File: src/rtl/opnd_ea_pkg.sv
package opnd_ea_pkg;
  localparam int unsigned REG_LAST   = 16;
  localparam int unsigned IND_FIRST  = 17;
  localparam int unsigned IND_LAST   = 24;
  localparam int unsigned OFS_FIRST  = 32;
  localparam int unsigned OFS_LAST   = 35;
  localparam int unsigned IND_SEL_W  = $clog2(IND_LAST - IND_FIRST + 1);
  localparam int unsigned REG_SEL_W  = $clog2(REG_LAST + 1);

  typedef enum logic [1:0] {K_REG, K_IND, K_OFS, K_BAD} opnd_kind_e;

  typedef struct packed {
    opnd_kind_e             kind;
    logic                   use_dp;
    logic                   short_ofs;
    logic [IND_SEL_W-1:0]   ind_sel;
  } opnd_dec_t;
endpackage

File: src/rtl/opnd_mode_dec.sv
module opnd_mode_dec
  import opnd_ea_pkg::*;
#(
  parameter int unsigned MODE_W = 6
) (
  input  logic [MODE_W-1:0] mode,
  output opnd_dec_t         dec
);
  localparam logic [MODE_W-1:0] C_REG_LAST  = MODE_W'(REG_LAST);
  localparam logic [MODE_W-1:0] C_IND_FIRST = MODE_W'(IND_FIRST);
  localparam logic [MODE_W-1:0] C_IND_LAST  = MODE_W'(IND_LAST);
  localparam logic [MODE_W-1:0] C_OFS_FIRST = MODE_W'(OFS_FIRST);
  localparam logic [MODE_W-1:0] C_OFS_LAST  = MODE_W'(OFS_LAST);

  logic [MODE_W-1:0] ind_off;
  logic [MODE_W-1:0] ofs_off;

  assign ind_off = mode - C_IND_FIRST;
  assign ofs_off = mode - C_OFS_FIRST;

  always_comb begin
    dec = '{kind: K_BAD, use_dp: 1'b0, short_ofs: 1'b0, ind_sel: '0};
    if (mode <= C_REG_LAST) begin
      dec.kind = K_REG;
    end else if (mode >= C_IND_FIRST && mode <= C_IND_LAST) begin
      dec.kind    = K_IND;
      dec.ind_sel = ind_off[IND_SEL_W-1:0];
    end else if (mode >= C_OFS_FIRST && mode <= C_OFS_LAST) begin
      // pairs: bit1 picks the base, bit0 picks long (1) or short (0) offset
      dec.kind      = K_OFS;
      dec.use_dp    = ofs_off[1];
      dec.short_ofs = ~ofs_off[0];
    end
  end

  always_comb begin
    if (dec.kind == K_IND) assert_ind_range_R2: assert (mode > C_REG_LAST && mode < C_OFS_FIRST);
  end
endmodule

File: src/rtl/opnd_ind_mux.sv
module opnd_ind_mux #(
  parameter int unsigned DATA_W  = 16,
  parameter int unsigned NUM_SRC = 8,
  localparam int unsigned IDX_W  = $clog2(NUM_SRC)
) (
  input  logic [NUM_SRC*DATA_W-1:0] src_flat,
  input  logic [IDX_W-1:0]          idx,
  output logic [DATA_W-1:0]         val
);
  logic [DATA_W-1:0] src [NUM_SRC];

  for (genvar g = 0; g < NUM_SRC; g++) begin : g_unpack
    assign src[g] = src_flat[g*DATA_W +: DATA_W];
  end

  assign val = src[idx];
endmodule

File: src/rtl/opnd_ofs_add.sv
module opnd_ofs_add #(
  parameter int unsigned DATA_W  = 16,
  parameter int unsigned SHORT_W = 8
) (
  input  logic [DATA_W-1:0] base,
  input  logic [DATA_W-1:0] word,
  input  logic              short_ofs,
  output logic [DATA_W-1:0] sum
);
  localparam int unsigned PAD_W = DATA_W - SHORT_W;

  logic [DATA_W-1:0] ext;

  assign ext = short_ofs ? {{PAD_W{word[SHORT_W-1]}}, word[SHORT_W-1:0]} : word;
  assign sum = base + ext;
endmodule

File: src/rtl/opnd_addr_wide.sv
module opnd_addr_wide #(
  parameter int unsigned DATA_W = 16,
  parameter int unsigned PAGE_W = 8,
  localparam int unsigned ADDR_W = DATA_W + PAGE_W
) (
  input  logic              pg_en,
  input  logic [PAGE_W-1:0] page,
  input  logic [DATA_W-1:0] ea,
  output logic [ADDR_W-1:0] phys
);
  assign phys = {(pg_en ? page : {PAGE_W{1'b0}}), ea};
endmodule

File: src/rtl/opnd_ea_gen.sv
module opnd_ea_gen
  import opnd_ea_pkg::*;
#(
  parameter int unsigned DATA_W  = 16,
  parameter int unsigned PAGE_W  = 8,
  parameter int unsigned MODE_W  = 6,
  parameter int unsigned NUM_GPR = 4,
  parameter int unsigned SHORT_W = 8,
  localparam int unsigned ADDR_W  = DATA_W + PAGE_W,
  localparam int unsigned NUM_SRC = NUM_GPR + 4,
  localparam int unsigned SEL_W   = REG_SEL_W
) (
  input  logic                       clk,
  input  logic                       rst,
  input  logic                       start,
  input  logic [MODE_W-1:0]          mode,
  input  logic [NUM_GPR*DATA_W-1:0]  gpr_flat,
  input  logic [DATA_W-1:0]          sp,
  input  logic [DATA_W-1:0]          dp,
  input  logic [DATA_W-1:0]          ir,
  input  logic [DATA_W-1:0]          pc,
  input  logic                       page_en,
  input  logic [PAGE_W-1:0]          page_byte,
  input  logic                       fetch_valid,
  input  logic [DATA_W-1:0]          fetch_data,
  output logic                       fetch_req,
  output logic [DATA_W-1:0]          fetch_addr,
  output logic                       done,
  output logic                       is_mem,
  output logic [SEL_W-1:0]           reg_sel,
  output logic [ADDR_W-1:0]          phys_addr,
  output logic                       pc_inc,
  output logic                       illegal
);
  typedef enum logic {S_IDLE, S_FETCH} state_e;

  state_e            st;
  opnd_dec_t         dec;
  logic [DATA_W-1:0] base_q;
  logic              short_q;
  logic              pg_en_q;
  logic [PAGE_W-1:0] page_q;
  logic [DATA_W-1:0] ind_val;
  logic [DATA_W-1:0] ofs_sum;
  logic [DATA_W-1:0] ea_mux;
  logic              pg_mux;
  logic [PAGE_W-1:0] page_mux;
  logic [ADDR_W-1:0] phys_w;

  opnd_mode_dec #(.MODE_W(MODE_W)) u_dec (.mode(mode), .dec(dec));

  opnd_ind_mux #(.DATA_W(DATA_W), .NUM_SRC(NUM_SRC)) u_mux (
    .src_flat ({pc, ir, dp, sp, gpr_flat}),
    .idx      (dec.ind_sel),
    .val      (ind_val)
  );

  opnd_ofs_add #(.DATA_W(DATA_W), .SHORT_W(SHORT_W)) u_add (
    .base      (base_q),
    .word      (fetch_data),
    .short_ofs (short_q),
    .sum       (ofs_sum)
  );

  // idle: widen the indirect value with live page inputs; fetch: use captured ones
  assign ea_mux   = (st == S_IDLE) ? ind_val   : ofs_sum;
  assign pg_mux   = (st == S_IDLE) ? page_en   : pg_en_q;
  assign page_mux = (st == S_IDLE) ? page_byte : page_q;

  opnd_addr_wide #(.DATA_W(DATA_W), .PAGE_W(PAGE_W)) u_wide (
    .pg_en (pg_mux),
    .page  (page_mux),
    .ea    (ea_mux),
    .phys  (phys_w)
  );

  always_ff @(posedge clk) begin
    if (rst) begin
      st         <= S_IDLE;
      base_q     <= '0;
      short_q    <= 1'b0;
      pg_en_q    <= 1'b0;
      page_q     <= '0;
      fetch_req  <= 1'b0;
      fetch_addr <= '0;
      done       <= 1'b0;
      is_mem     <= 1'b0;
      reg_sel    <= '0;
      phys_addr  <= '0;
      pc_inc     <= 1'b0;
      illegal    <= 1'b0;
    end else begin
      done   <= 1'b0;
      pc_inc <= 1'b0;
      unique case (st)
        S_IDLE: begin
          if (start) begin
            pg_en_q <= page_en;
            page_q  <= page_byte;
            unique case (dec.kind)
              K_REG: begin
                done      <= 1'b1;
                is_mem    <= 1'b0;
                illegal   <= 1'b0;
                reg_sel   <= mode[SEL_W-1:0];
                phys_addr <= '0;
              end
              K_IND: begin
                done      <= 1'b1;
                is_mem    <= 1'b1;
                illegal   <= 1'b0;
                reg_sel   <= '0;
                phys_addr <= phys_w;
              end
              K_OFS: begin
                st         <= S_FETCH;
                fetch_req  <= 1'b1;
                fetch_addr <= pc;
                base_q     <= dec.use_dp ? dp : sp;
                short_q    <= dec.short_ofs;
              end
              default: begin
                done      <= 1'b1;
                is_mem    <= 1'b0;
                illegal   <= 1'b1;
                reg_sel   <= '0;
                phys_addr <= '0;
              end
            endcase
          end
        end
        S_FETCH: begin
          if (fetch_valid) begin
            st        <= S_IDLE;
            fetch_req <= 1'b0;
            done      <= 1'b1;
            pc_inc    <= 1'b1;
            is_mem    <= 1'b1;
            illegal   <= 1'b0;
            reg_sel   <= '0;
            phys_addr <= phys_w;
          end
        end
        default: st <= S_IDLE;
      endcase
    end
  end

  assert_done_cause_R9: assert property (@(posedge clk) disable iff (rst)
    done |-> $past(start || fetch_valid));

  assert_pcinc_with_done_R6: assert property (@(posedge clk) disable iff (rst)
    pc_inc |-> (done && is_mem));

  assert_pcinc_single_R6: assert property (@(posedge clk) disable iff (rst)
    pc_inc |=> !pc_inc);

  assert_illegal_nomem_R7: assert property (@(posedge clk) disable iff (rst)
    (done && illegal) |-> !is_mem);

  assert_req_hold_R5: assert property (@(posedge clk) disable iff (rst)
    (fetch_req && !fetch_valid) |=> (fetch_req && !done));

  assert_req_addr_R3: assert property (@(posedge clk) disable iff (rst)
    (fetch_req && !fetch_valid) |=> $stable(fetch_addr));

  assert_req_release_R5: assert property (@(posedge clk) disable iff (rst)
    (fetch_req && fetch_valid) |=> (!fetch_req && done));
endmodule

File: config.mk
export PLATFORM = sky130hd
export DESIGN_NAME = opnd_ea_gen
export DESIGN_NICKNAME = d
export VERILOG_FILES = /design/src/rtl/opnd_ea_pkg.sv /design/src/rtl/opnd_mode_dec.sv /design/src/rtl/opnd_ind_mux.sv /design/src/rtl/opnd_ofs_add.sv /design/src/rtl/opnd_addr_wide.sv /design/src/rtl/opnd_ea_gen.sv
export SDC_FILE = /design/constraint.sdc
export NUM_CORES = 1
export LEC_CHECK = 0
export ABC_AREA = 1
export BUFFER_PORTS_ARGS = -buffer_cell sky130_fd_sc_hd__buf_2
export CORE_MARGIN = 1.5
export CORE_UTILIZATION = 30
export DETAILED_ROUTE_END_ITERATION = 10
export GPL_TIMING_DRIVEN = 1
export PLACE_DENSITY = 0.63
export SLEW_MARGIN = 20
export SYNTH_ARGS = -nofsm -noshare
export SYNTH_HDL_FRONTEND = slang
export SYNTH_SLANG_ARGS = --single-unit
File: constraint.sdc
create_clock -name clk -period 4.3 [get_ports clk]
set_input_delay 0.43 -clock clk [delete_from_list [all_inputs] [get_ports clk]]
set_output_delay 0.43 -clock clk [all_outputs]
set_load 0.05 [all_outputs]
======== Yosys cells after proc, flatten, opt, wreduce, memory -nomap -nowiden ========
Index checks and enable logic that the tools add are counted.
storage, ports and cells
  flip-flop bits (word level) ............. 77
  latch bits .............................. 0
  bits in writable memories ............... 0
  bits in read-only memories .............. 0
  word-level logic and storage cells ...... 82
  memories ................................ 0
operators by class
  add/sub/neg operators ................... 3
  multiply operators ...................... 0
  divide/modulo/power cells ............... 0
  magnitude comparators ................... 6
  eq/ne operators ......................... 6
  shift-type cells ........................ 0
  multiplexer cells ....................... 42
  bitwise logic cells ..................... 3
  reduce and logical (&&, ||, !) cells .... 9
operators by type and width
  kind                   number
  $pmux W24 S2           2
  $mux W16               5
  $bmux W16 S3           1
  $mux W24               2
  $pmux W5 S2            2
  $add A16 B16 Y16       1
  $mux W8                2
  $mux W5                3
  $pmux W1 S2            7
  $mux W1                13
  $le A6 B5 Y1 const B   2
  $reduce_and A3 Y1      3
  $ge A6 B5 Y1 const B   1
  $ge A6 B6 Y1 const B   1
  $le A6 B6 Y1 const B   1
  $mux W2                3
  $mux W3                2
  $ne A2 B2 Y1 const B   3
  $ge A4 B4 Y1 const B   1
  $not A3 Y4             1
  $reduce_or A2 Y1       2
  $sub A3 B1 Y3 const B  1
  $eq A2 B1 Y1 const B   1
  $eq A2 B2 Y1 const B   1
  other kinds (6)        8

======== Longest topological paths before layout ========
  word-level depth ........................ 13
  depth in mapped cells ................... 17

======== By module ========
Synthesis repeated with hierarchy kept, for this count alone.
second synthesis, totals
  cell total of the unflattened synthesis .. 1,214
  area, all modules ....................... 6,734.0 sq um
modules (own cells, without submodules)
  module          instances  cells an instance  area each (sq um)
  opnd_ea_gen     1          523                3,594.7
  opnd_ind_mux    1          426                1,761.7
  opnd_ofs_add    1          196                997.2
  opnd_mode_dec   1          36                 195.2
  opnd_addr_wide  1          33                 185.2

======== Least setup slack after synthesis ========
OpenSTA, ideal clock, no wires.
  path type ............................... input -> register
  from .................................... input port mode[0]
  to ...................................... register phys_addr[15]
  library setup time ...................... 0.109 ns
  data arrival time ....................... 2.376 ns
  slack ................................... 1.815 ns
  stages .................................. 15
  path through ............................ inv_1 -> buf_2 -> buf_1 -> ha_1 -> xor2_2 -> inv_4 -> nor2_8 -> buf_6 -> nand3_2 -> nand2_1 -> nand2_1 -> nand3_1 -> nand3_1 -> nand2_1 -> inv_1
between the ends
  cells in the longest elaborated chain, start to end .. 12
RTL lines
  item                                                 RTL line             source
  start, declared                                      opnd_ea_gen.sv:16    input logic [MODE_W-1:0] mode,
  $ge A6 B5 Y1 / $le A6 B5 Y1 (equally long branches)  opnd_mode_dec.sv:25  end else if (mode >= C_IND_FIRST && mode <= C_IND_LAST) begin
  $logic_and A1 B1 Y1                                  opnd_mode_dec.sv:25
  $mux W3                                              opnd_mode_dec.sv:25
  $mux W5                                              opnd_mode_dec.sv:23  if (mode <= C_REG_LAST) begin
  $not A3 Y4 (implied by the code)                     opnd_ind_mux.sv:16   assign val = src[idx];
  $bmux W16 S3                                         opnd_ind_mux.sv:16
  $mux W16 (implied by the code) (2 in a row)          opnd_ind_mux.sv:16
  $mux W16                                             opnd_ea_gen.sv:66    assign ea_mux = (st == S_IDLE) ? ind_val : ofs_sum;
  $pmux W24 S2                                         opnd_ea_gen.sv:100   unique case (dec.kind)
  $mux W24                                             opnd_ea_gen.sv:97    if (start) begin
  $pmux W24 S2                                         opnd_ea_gen.sv:95    unique case (st)
  end signal, assigned                                 opnd_ea_gen.sv:113   phys_addr <= phys_w;
  end signal, assigned                                 opnd_ea_gen.sv:141   phys_addr <= phys_w;
  end, declared                                        opnd_ea_gen.sv:31    output logic [ADDR_W-1:0] phys_addr,
Several ways; a longest one is shown, not always the timed one. The select of a mux whose other input is x is not followed.
A chain may end at the register's enable or synchronous reset.

======== Worst setup path in the final report ========
  from .................................... input port mode[1]
  to ...................................... register phys_addr[12]
The elaborated chain is that of the path after synthesis.

==> run metrics <==
status=finished clean; Net Sw Power=about 0.69 mW; CTS Sinks=77; antenna violations before repair=2; share of layout cells above drive strength 1=0.249; Peak supply drop=220 uV; Logic pwr share=0.230; global route overflow=0; sequential cell fraction of total power=0.380; CP required=4.59 ns; PwrDens=293 mW/mm2; Setup Buffers After CTS=0; syn nets=1,041; slowest cell on the critical path=clkinv_1; CP max stage delay=0.54 ns; final slew viol count=0; Total GRT Usage=0.229; min-delay worst type=primary input to register; Slew @ Worst Pin=approximately 0.83 ns; Die X=136 um; ys flop type=dfxtp_1; yosys warns=0; crit start category=primary input; r2r endpoint=phys_addr[19]; Clk Tree Root Cell=clkbuf_16; crit path time final=2.96 ns; clock latency on the worst-skew pair=0.36 ns; async set-or-reset flop fraction in the synthesized netlist=0; CP Max Fanout=21; Synth cell types=38; worst rel slew slack=0.443; Max Root-Sink Buffers=2; IO Count=~210; drt via density=5.02; Placeable Area=0.0174 mm2; TritonCTS clock tree=yes; vias in the first global route=approximately 5,900; Std-Cell Rows=48; DRC=0; Setup CP Type=primary input to register; sw frac=0.346; Initial Utilization=0.307; first-pass iteration count of the detailed router=5; synthesized area per cell=around 6.2 um2; final hold violations=0; WL/cell=16.7 um; final setup fails=0; share of power burned in the clock network=0.390; P_int=around 1.3 mW; R2R setup slack=1.49 ns; Fin Hold WS=0.314 ns; via count=6,383; placer congestion estimate=0.896; cell breakdown of the critical path=buf_2 > clkinv_1 > ha_1 > nand3_1 > nand2_1 > nand2_2 > nand3_4 > nor2_2 > inv_1 > nand3_1 > nand2_1 > nand2_1 > nand3_1 > a21oi_1; Detailed Route WL=21.3 mm; Cells after Synth=859; CP arrival=roughly 3.3 ns; Final ANT Viol Nets=0; max_cap viols=0; global-route wire length before repair=32.2 mm; crit end category=register; end of the critical path=phys_addr[12]; Port Buffers=~210; RSZ-0062 raised after global routing=false; setup TNS=0 ns; Lkg Pwr=3.58 nW; total CTS buffers=9; H-tree levels=3; dpl hpwl=roughly 16 mm; chip height=136 um; largest net degree at the start of global routing=47; Die ar.=0.0186 mm2; number of enable flip-flop cells after synthesis=0; Post-CTS Resized=0; Synth Cell Area=0.00534 mm2; Crit. Startpoint=mode[1]; Seq cells post-synth=77; clock skew=0.00798 ns; final period utilization=0.688; sequential area share after synthesis=0.289; reg2reg start=st; final cell area excluding filler cells=just under 0.007 mm2; clock transition at the registers of the reported paths=0.07 ns; Area after DPL=0.00649 mm2; final net count=1,223; Max Fclk=roughly 0.34 GHz; initial drt markers=429; area grow syn2layout=27.2%; R2R cell count=9; CTS Hold Buffers Added=0
-- critical path: cells and delay by family --
kind | cells | cell delay, ns
buffers and inverters | 3 | 0.97
and+or+nand+nor | 9 | 1.16
adders and majority gates | 1 | 0.51
AOI/OAI and AO/OA | 1 | 0.15
-- worst min path at each step --
stage,cells past startpoint,slack (ns),to,startpoint
detailed placement,2,0.45,phys_addr[22],phys_addr[22]
floorplan,2,0.45,page_q[0],page_q[0]
global placement,2,0.45,reg_sel[2],reg_sel[2]
CTS,3,0.30,fetch_addr[8],pc[8]
finish,3,0.31,fetch_addr[8],pc[8]
global route,3,0.32,fetch_addr[7],pc[7]
-- through the flow --
step | power [mW] | setup slack (ns) | cells | utilization
global placement | 1.22 | 1.14 | 1255 | 0.374
detailed placement | 1.23 | 1.07 | 1255 | 0.374
floorplan | 1.05 | 1.81 | 859 | -
global route | 2.09 | 1.11 | 1272 | 0.391
finish | 1.99 | 1.34 | 1272 | 0.391
CTS | 2.00 | 1.39 | 1271 | 0.391
-- registers in the layout (all words and copies together), names as in the netlist --
| signal | count |
|---|---|
| fetch_req | 1 |
| pc_inc | 1 |
| reg_sel | 5 |
| done | 1 |
| page_q | 8 |
| st | 1 |
| phys_addr | 24 |
| base_q | 16 |
| illegal | 1 |
| fetch_addr | 16 |
| pg_en_q | 1 |
| short_q | 1 |
| is_mem | 1 |
-- logic make-up (layout without fill, tap and decap cells) --
| family | Yosys count | after routing | share of synthesized area |
|---|---|---|---|
| flops | 77 | 77 | 0.289 |
| buf+inv | 118 | 305 | 0.0957 |
| simple gates | 441 | 441 | 0.355 |
| xor+xnor | 4 | 4 | 0.00797 |
| other cells | 0 | 1 | 0 |
| fa+ha+maj | 19 | 19 | 0.0460 |
| compound gates | 200 | 200 | 0.207 |
-- cell usage in the layout (no fill, tap or decap), drive strengths merged --
cell,instances
o21ai,80
nor2,79
buf,220
nand2,246
clkinvlp,2
o31ai,2
nand3b,4
clkinv,1
inv,73
nor3,2
fa,1
clkbuf,9
nand4,4
a21o,2
nand3,106
o21bai,1
o21a,1
diode,1
a21oi,82
o22ai,16
ha,18
xnor2,3
o211ai,16
xor2,1
dfxtp,77
-- synth_stat cells, types with 16 or more instances --
cell type    n  share of area
buf_2       16          0.015
inv_1       64          0.045
a21oi_1     77          0.072
nor2_1      72          0.051
nand2_1    244           0.17
o22ai_1     16          0.019
nand3_1    103          0.097
o21ai_0     75          0.070
dfxtp_1     77           0.29
ha_1        18          0.042
o211ai_1    16          0.023
clkbuf_1    23          0.016
-- layer usage --
metal	track usage	up-vias	routed length, um
met5	0	-	13
met1	0.300	2877	9310
met2	0.373	251	9870
met3	0.0470	33	1560
met4	0.0780	2	494
li1	-	3220	-
-- power groups by stage --
stage | registers, mW | logic, mW | clock network [mW]
6_report | 0.755 | 0.458 | 0.775
5_1_grt | 0.758 | 0.506 | 0.822
4_1_cts | 0.755 | 0.457 | 0.791
3_5_place_dp | 0.771 | 0.455 | 0
3_3_place_gp | 0.771 | 0.453 | 0
2_1_floorplan | 0.828 | 0.224 | 0
-- cell type report --
class	count	area [um2]
antenna	1	2.50
clock buffer	9	225
clock inverter	7	63.8
fill	1904	10600
inverter	69	262
multi-input combinational	664	3290
sequential	77	1540
tap	225	282
timing repair buffer	220	1120
(Power assumes the default switching activity.)
